$ cat src/rtl/exc_ctrl_pkg.sv
package exc_ctrl_pkg;

  typedef enum logic [1:0] {
    CAUSE_NONE   = 2'b00,
    CAUSE_IRQ    = 2'b01,
    CAUSE_TRAP   = 2'b10,
    CAUSE_UNIMPL = 2'b11
  } exc_cause_e;

  localparam int CSR_SEL_W = 3;

  typedef enum logic [CSR_SEL_W-1:0] {
    CSR_STATUS   = 3'd0,
    CSR_SAVED    = 3'd1,
    CSR_BRKSAVE  = 3'd2,
    CSR_IRQ_EN   = 3'd3,
    CSR_IRQ_PEND = 3'd4,
    CSR_CORE_ID  = 3'd5
  } csr_idx_e;

  localparam int ST_IE_BIT   = 0;
  localparam int ST_USER_BIT = 1;
  localparam int ST_W        = 2;

endpackage

$ cat src/rtl/exc_pick.sv
module exc_pick
  import exc_ctrl_pkg::*;
#(
  parameter int NUM_IRQ = 32
) (
  input  logic               clk,
  input  logic               rst_n,
  input  logic               glob_ie,
  input  logic [NUM_IRQ-1:0] pend,
  input  logic               trap,
  input  logic               unimpl,
  output logic               taken,
  output exc_cause_e         cause
);

  logic irq_go;

  always_comb begin
    irq_go = glob_ie && (|pend);
    if (irq_go)      cause = CAUSE_IRQ;
    else if (trap)   cause = CAUSE_TRAP;
    else if (unimpl) cause = CAUSE_UNIMPL;
    else             cause = CAUSE_NONE;
    taken = (cause != CAUSE_NONE);
  end

  // interrupt wins over synchronous causes
  assert_irq_first_R10: assert property (@(posedge clk) disable iff (!rst_n)
    (glob_ie && (|pend) && (trap || unimpl)) |-> (cause == CAUSE_IRQ));

  // an interrupt entry masks further interrupts on the next cycle
  assert_irq_single_R3: assert property (@(posedge clk) disable iff (!rst_n)
    (cause == CAUSE_IRQ) |=> (cause != CAUSE_IRQ));

  // a synchronous strobe is never lost
  assert_sync_taken_R4: assert property (@(posedge clk) disable iff (!rst_n)
    (trap || unimpl) |-> taken);

endmodule

$ cat src/rtl/exc_csr_bank.sv
module exc_csr_bank
  import exc_ctrl_pkg::*;
#(
  parameter int               XLEN    = 32,
  parameter int               NUM_IRQ = 32,
  parameter logic [XLEN-1:0]  CORE_ID = '0
) (
  input  logic                 clk,
  input  logic                 rst_n,
  input  logic [NUM_IRQ-1:0]   irq_lines,
  input  logic                 take,
  input  logic                 eret,
  input  logic                 wr_en,
  input  logic [CSR_SEL_W-1:0] sel,
  input  logic [XLEN-1:0]      wr_data,
  output logic [XLEN-1:0]      rd_data,
  output logic [NUM_IRQ-1:0]   pend,
  output logic [ST_W-1:0]      status
);

  logic [ST_W-1:0]    status_q, saved_q, brk_q;
  logic [NUM_IRQ-1:0] ien_q;
  logic               priv_ok;
  logic               wr_ok;

  for (genvar k = 0; k < NUM_IRQ; k++) begin : g_pend
    assign pend[k] = irq_lines[k] & ien_q[k];
  end

  assign priv_ok = !status_q[ST_USER_BIT];
  assign wr_ok   = wr_en && priv_ok && !take && !eret;
  assign status  = status_q;

  always_ff @(posedge clk or negedge rst_n) begin
    if (!rst_n) begin
      status_q <= '0;
      saved_q  <= '0;
      brk_q    <= '0;
      ien_q    <= '0;
    end else if (take) begin
      saved_q  <= status_q;
      status_q <= '0;
    end else if (eret) begin
      status_q <= saved_q;
    end else if (wr_ok) begin
      case (csr_idx_e'(sel))
        CSR_STATUS:  status_q <= wr_data[ST_W-1:0];
        CSR_SAVED:   saved_q  <= wr_data[ST_W-1:0];
        CSR_BRKSAVE: brk_q    <= wr_data[ST_W-1:0];
        CSR_IRQ_EN:  ien_q    <= wr_data[NUM_IRQ-1:0];
        default: ;
      endcase
    end
  end

  always_comb begin
    rd_data = '0;
    if (priv_ok) begin
      case (csr_idx_e'(sel))
        CSR_STATUS:   rd_data[ST_W-1:0]    = status_q;
        CSR_SAVED:    rd_data[ST_W-1:0]    = saved_q;
        CSR_BRKSAVE:  rd_data[ST_W-1:0]    = brk_q;
        CSR_IRQ_EN:   rd_data[NUM_IRQ-1:0] = ien_q;
        CSR_IRQ_PEND: rd_data[NUM_IRQ-1:0] = pend;
        CSR_CORE_ID:  rd_data              = CORE_ID;
        default:      rd_data              = '0;
      endcase
    end
  end

  // entry saves status and drops to masked supervisor mode
  assert_entry_save_R5: assert property (@(posedge clk) disable iff (!rst_n)
    take |=> (saved_q == $past(status_q)) && (status_q == '0));

  // return restores status from the saved copy
  assert_return_load_R7: assert property (@(posedge clk) disable iff (!rst_n)
    (eret && !take) |=> (status_q == $past(saved_q)));

  // no register write lands while in user mode
  assert_user_nowrite_R9: assert property (@(posedge clk) disable iff (!rst_n)
    (status_q[ST_USER_BIT] && !take && !eret) |=>
      ($stable(ien_q) && $stable(saved_q) && $stable(brk_q) && $stable(status_q)));

  // reads are blanked in user mode
  assert_user_noread_R9: assert property (@(posedge clk) disable iff (!rst_n)
    status_q[ST_USER_BIT] |-> (rd_data == '0));

endmodule

$ cat src/rtl/exc_ctrl_unit.sv
module exc_ctrl_unit
  import exc_ctrl_pkg::*;
#(
  parameter int              XLEN     = 32,
  parameter int              NUM_IRQ  = 32,
  parameter logic [XLEN-1:0] MEM_BASE = 32'h0800_0000,
  parameter logic [XLEN-1:0] CORE_ID  = 32'h0000_0A5C
) (
  input  logic                 clk,
  input  logic                 rst_n,
  input  logic [NUM_IRQ-1:0]   irq_lines,
  input  logic                 trap_strobe,
  input  logic                 unimpl_strobe,
  input  logic                 eret_strobe,
  input  logic [XLEN-1:0]      next_pc,
  input  logic [CSR_SEL_W-1:0] csr_sel,
  input  logic                 csr_wr_en,
  input  logic [XLEN-1:0]      csr_wr_data,
  output logic [XLEN-1:0]      csr_rd_data,
  output logic                 exc_taken,
  output logic [1:0]           exc_cause,
  output logic [XLEN-1:0]      exc_vector,
  output logic [XLEN-1:0]      exc_ret_addr,
  output logic                 mode_user,
  output logic                 irq_global_en
);

  localparam logic [XLEN-1:0] VEC_OFFSET = XLEN'(32'h20);
  localparam logic [XLEN-1:0] HANDLER_AT = MEM_BASE + VEC_OFFSET;

  logic [NUM_IRQ-1:0] pend;
  logic [ST_W-1:0]    status;
  logic               taken;
  exc_cause_e         cause;

  exc_pick #(.NUM_IRQ(NUM_IRQ)) u_pick (
    .clk     (clk),
    .rst_n   (rst_n),
    .glob_ie (status[ST_IE_BIT]),
    .pend    (pend),
    .trap    (trap_strobe),
    .unimpl  (unimpl_strobe),
    .taken   (taken),
    .cause   (cause)
  );

  exc_csr_bank #(.XLEN(XLEN), .NUM_IRQ(NUM_IRQ), .CORE_ID(CORE_ID)) u_bank (
    .clk       (clk),
    .rst_n     (rst_n),
    .irq_lines (irq_lines),
    .take      (taken),
    .eret      (eret_strobe),
    .wr_en     (csr_wr_en),
    .sel       (csr_sel),
    .wr_data   (csr_wr_data),
    .rd_data   (csr_rd_data),
    .pend      (pend),
    .status    (status)
  );

  assign exc_taken     = taken;
  assign exc_cause     = cause;
  assign exc_vector    = HANDLER_AT;
  assign exc_ret_addr  = taken ? next_pc : '0;
  assign mode_user     = status[ST_USER_BIT];
  assign irq_global_en = status[ST_IE_BIT];

  // return address is driven only during a taken cycle
  assert_ret_addr_R6: assert property (@(posedge clk) disable iff (!rst_n)
    !exc_taken |-> (exc_ret_addr == '0));

  // the cycle after any entry is masked supervisor mode
  assert_entry_mode_R5: assert property (@(posedge clk) disable iff (!rst_n)
    exc_taken |=> (!mode_user && !irq_global_en));

endmodule

$ cat config.mk
export PLATFORM = sky130hd
export DESIGN_NAME = exc_ctrl_unit
export DESIGN_NICKNAME = d
export VERILOG_FILES = /design/src/rtl/exc_ctrl_pkg.sv /design/src/rtl/exc_pick.sv /design/src/rtl/exc_csr_bank.sv /design/src/rtl/exc_ctrl_unit.sv
export SDC_FILE = /design/constraint.sdc
export NUM_CORES = 1
export LEC_CHECK = 0
export ABC_AREA = 0
export BUFFER_PORTS_ARGS = -buffer_cell sky130_fd_sc_hd__buf_2
export CORE_ASPECT_RATIO = 2
export CORE_MARGIN = 5
export CORE_UTILIZATION = 35
export DETAILED_ROUTE_END_ITERATION = 6
export PLACE_DENSITY_LB_ADDON = 0.05
export SYNTH_ARGS = -nofsm -noshare
export SYNTH_HDL_FRONTEND = slang
export SYNTH_HIERARCHICAL = 1
export SYNTH_SLANG_ARGS = --single-unit
$ cat constraint.sdc
create_clock -name clk -period 2.84 [get_ports clk]
set_clock_uncertainty 0.15 [all_clocks]
set_input_delay 0.568 -clock clk [delete_from_list [all_inputs] [get_ports clk]]
set_output_delay 0.568 -clock clk [all_outputs]
set_load 0.05 [all_outputs]
==> results.md <==
| Item | Value |
| --- | --- |
| Run status | finished, violations left |
| Failing checks | setup timing |
| Clock tree root buffer cell | sky130_fd_sc_hd__clkbuf_16 |
| Clock transition at the registers of the reported paths | 0.06 ns |
| Most instantiated cells after synthesis | sky130_fd_sc_hd__dfrtp_1 (38), sky130_fd_sc_hd__a21oi_1 (34), sky130_fd_sc_hd__and2_1 (33), sky130_fd_sc_hd__and3b_1 (33) |
| Vert. Die Dim | 143 µm |
| Final count of hold timing violations | 0 |
| Count of unique library cells instantiated by Yosys | 37 |
| Post-detailed-route count of antenna-violating nets | 0 |
| Detailed Routing Iterations Pass 1 | 6 |
| Main flop type after synthesis | sky130_fd_sc_hd__dfrtp_1 |
| Initial core utilization | 0.358 |
| Cell repeated most along the worst path | sky130_fd_sc_hd__and2_4 |
| Most frequently used cell type in the post-synthesis netlist | sky130_fd_sc_hd__dfrtp_1 |
| Cell breakdown of the critical path | buf_6 -> and2_4 -> nor4_2 -> buf_4 -> nand4_1 -> o21ai_2 -> nand2_4 -> clkbuf_16 -> and2_4 -> buf_8 |
| Core area | 0.00859 mm² |
| Post-detailed-placement half-perimeter wirelength | 8.10 mm |
| Post-detailed-routing wire length | 10.8 mm |
| Kind of critical path | input pin to output pin |
| Launch point of the worst reg-to-reg path | u_bank/ien_q[16] |
| Core Rows | 48 |
| CP Launch Type | input pin |
| Final worst path period need | 2.94 ns |
| R2R cell count | 10 |
| Count of buffers inserted at the top-level ports | 173 |
| Start point of the critical path | irq_lines[7] |
| Num Clock Sinks | 38 |
| Slew at the pin with the worst max-slew slack | 0.896 ns |
| Worst VDD drop | 0.320 mV |
| Slowest-stage cell, CP | sky130_fd_sc_hd__nor4_2 |
| Max-slew headroom at the worst pin | 0.403 |
| Type of element capturing the critical path | output pin |
| DIE AREA | 0.0109 mm² |
| Area fraction of the dominant cell type after synthesis | 0.309 |
| Count of warnings emitted by yosys | 6 |
| Dpl ws | -0.288 ns |
| Hold Crit Class | input pin to asynchronous set/reset pin |
| Share of the cycle needed by the critical path after routing | 1.03 |
| Share of flip-flops with an asynchronous set or reset | 1.00 |
| Buffer depth of the longest clock path | 2 |
| Final setup slack of the worst path | -0.0974 ns |
| Number of instances in the placed design | 585 |
| Synth-to-Final Area Change | 58.8% |
| Largest net degree at the start of global routing | 39 |
| Number of instances in the synthesized netlist | 315 |
| #FFs+latches synth | 38 |
| Final estimated routing congestion in global placement | 0.797 |
| Setup slack, reg-to-reg | 0.09 ns |
| Number of diodes added for antenna fixing | 0 |
| H-tree levels | 2 |
| Number of DRC markers after the initial detailed-route iteration | 61 |
| Sequential fraction of the synthesis area | 0.309 |
| Layout cells sized above 1 | 0.609 |
| Width of the chip | 76.3 µm |
| Post-synth EDFFs | 0 |
| Nets | 608 |
| PnR Total Power | 2.19 mW |
| Reg-to-reg endpoint | u_bank/ien_q[2] |
| Number of buffers inserted by hold repair at cts | 0 |
| Clock insertion delay at the later pin of the skew report | 0.28 ns |
| Max Slew Vio Count | 0 |
| Syn_area_per_cell | 9.76 µm² |
| Placed Area | 0.00408 mm² |
| Global-route total usage across every layer | 0.177 |
| Final cell count without fillers | 604 |
| Pwr dens | 449 mW/mm² |
| Largest area contributor in the netlist | sky130_fd_sc_hd__dfrtp_1 |
| I/O pin count | 206 |
| Top fanout value on the critical path | 7 |
| Gr ovfl total | 0 |
| RSZ-0062 raised after global routing | true |
| Via count | 2,963 |
| Fmax | 340 MHz |
| Post-DR wirelength/cell | 17.9 µm |
| Number of max-cap violations | 0 |
| Via-to-Cell Ratio | 4.91 |
| Final Cell Area | 0.00488 mm² |
| Vias in the first global route | 3,031 |
| Leading cell types by total area after synthesis | sky130_fd_sc_hd__dfrtp_1 (31%), sky130_fd_sc_hd__mux2_4 (15%), sky130_fd_sc_hd__and3b_1 (9.4%), sky130_fd_sc_hd__and2_2 (7.8%), sky130_fd_sc_hd__buf_4 (7.8%) |
| Data arrival time of the worst path | 2.22 ns |
| Number of CTS-inserted buffers | 5 |
| Total leakage power | 2.74 nW |
| Clock tree from TritonCTS | done |
| Combined area of all synthesized cells | 0.00307 mm² |
| Drc violations | 0 |
| Biggest cell delay along the critical path | 0.30 ns |
| Post-route setup TNS | -2.40 ns |
| Critical path data required time | 2.12 ns |
| Wire length of the first global-routing pass | 15.2 mm |
| Number of antenna violations at the first check in global routing | 0 |
| Total of endpoints with negative setup slack in the final report | 32 |
worst max-delay path by stage:
stage	to	slack (ns)	cells after the start
CTS	exc_ret_addr[24]	-0.05	8
floorplan	csr_rd_data[1]	-0.10	5
global placement	u_bank/ien_q[2]	-0.28	10
finish	exc_ret_addr[11]	-0.1	10
global route	exc_ret_addr[11]	-0.22	9
detailed placement	u_bank/ien_q[25]	-0.29	10
area by class of cell:
type	count	area, µm²
fill	773	3710
multi-input combinational	250	2080
timing repair buffer	204	1550
sequential	38	951
clock buffer	6	129
tap	100	125
clock inverter	2	37.5
inverter	4	15.0
sequential cells by signal, summed over array words and instances, names as in the netlist:
name and cells:
u_bank/ien_q 32, u_bank/brk_q 2, u_bank/status 2, u_bank/saved_q 2
worst max-delay path: cells and delay by family:
family,cells,cell delay [ns]
buffers and inverters,4,0.58
and+or+nand+nor,5,0.84
AOI/OAI and AO/OA,1,0.22
report_power, final:
| part | leakage, nW | switching (mW) | internal, mW |
|---|---|---|---|
| Combinational | 2.15 | 0.483 | 0.411 |
| Sequential | 0.508 | 0.0461 | 0.608 |
| Clock | 0.0771 | 0.228 | 0.415 |
through the flow:
step                      hold slack, ns  utilization
final                              0.258        0.568
after global routing               0.335        0.568
after CTS                          0.290        0.528
after detailed placement           0.342        0.476
after global placement             0.332        0.476
after floorplan                    0.122            -
kinds of logic (layout without fill, tap and decap cells):
family                 after synthesis  in the layout  synth area share
AOI/OAI and AO/OA                   52             52            0.0952
and+or+nand+nor                    131            131             0.309
other                                2             32           0.00244
muxes                               35             35             0.164
DFF                                 38             38             0.309
buffers and inverters               57            216             0.120
layer usage:
layer  GRT usage  wire length (µm)  vias up
met1       0.162              3560     1399
met4      0.0756               267        0
met2       0.357              6220      145
met5           0                 0        -
met3      0.0450               766       16
li1            -                 -     1403
placed cells by master, fill, tap and decap left out, drive strengths merged, types with 4 or more instances in the layout:
| master | synthesis | layout |
|---|---|---|
| a21oi | 34 | 34 |
| and2 | 65 | 65 |
| and3b | 33 | 33 |
| buf | 36 | 202 |
| clkbuf | 17 | 8 |
| conb | 2 | 32 |
| dfrtp | 38 | 38 |
| inv | 4 | 4 |
| mux2 | 34 | 34 |
| nand2b | 4 | 4 |
| nor2 | 4 | 4 |
| nor4 | 8 | 8 |
| o21ai | 10 | 10 |
timing repair:
action | CTS | global route
resized for setup | 75 | 87
cloned | 0 | 4
buffers inserted | 4 | 5
pin swaps | 7 | 17
setup endpoints to repair | 67 | 67
Note: power is estimated with default switching activity, not from simulation.
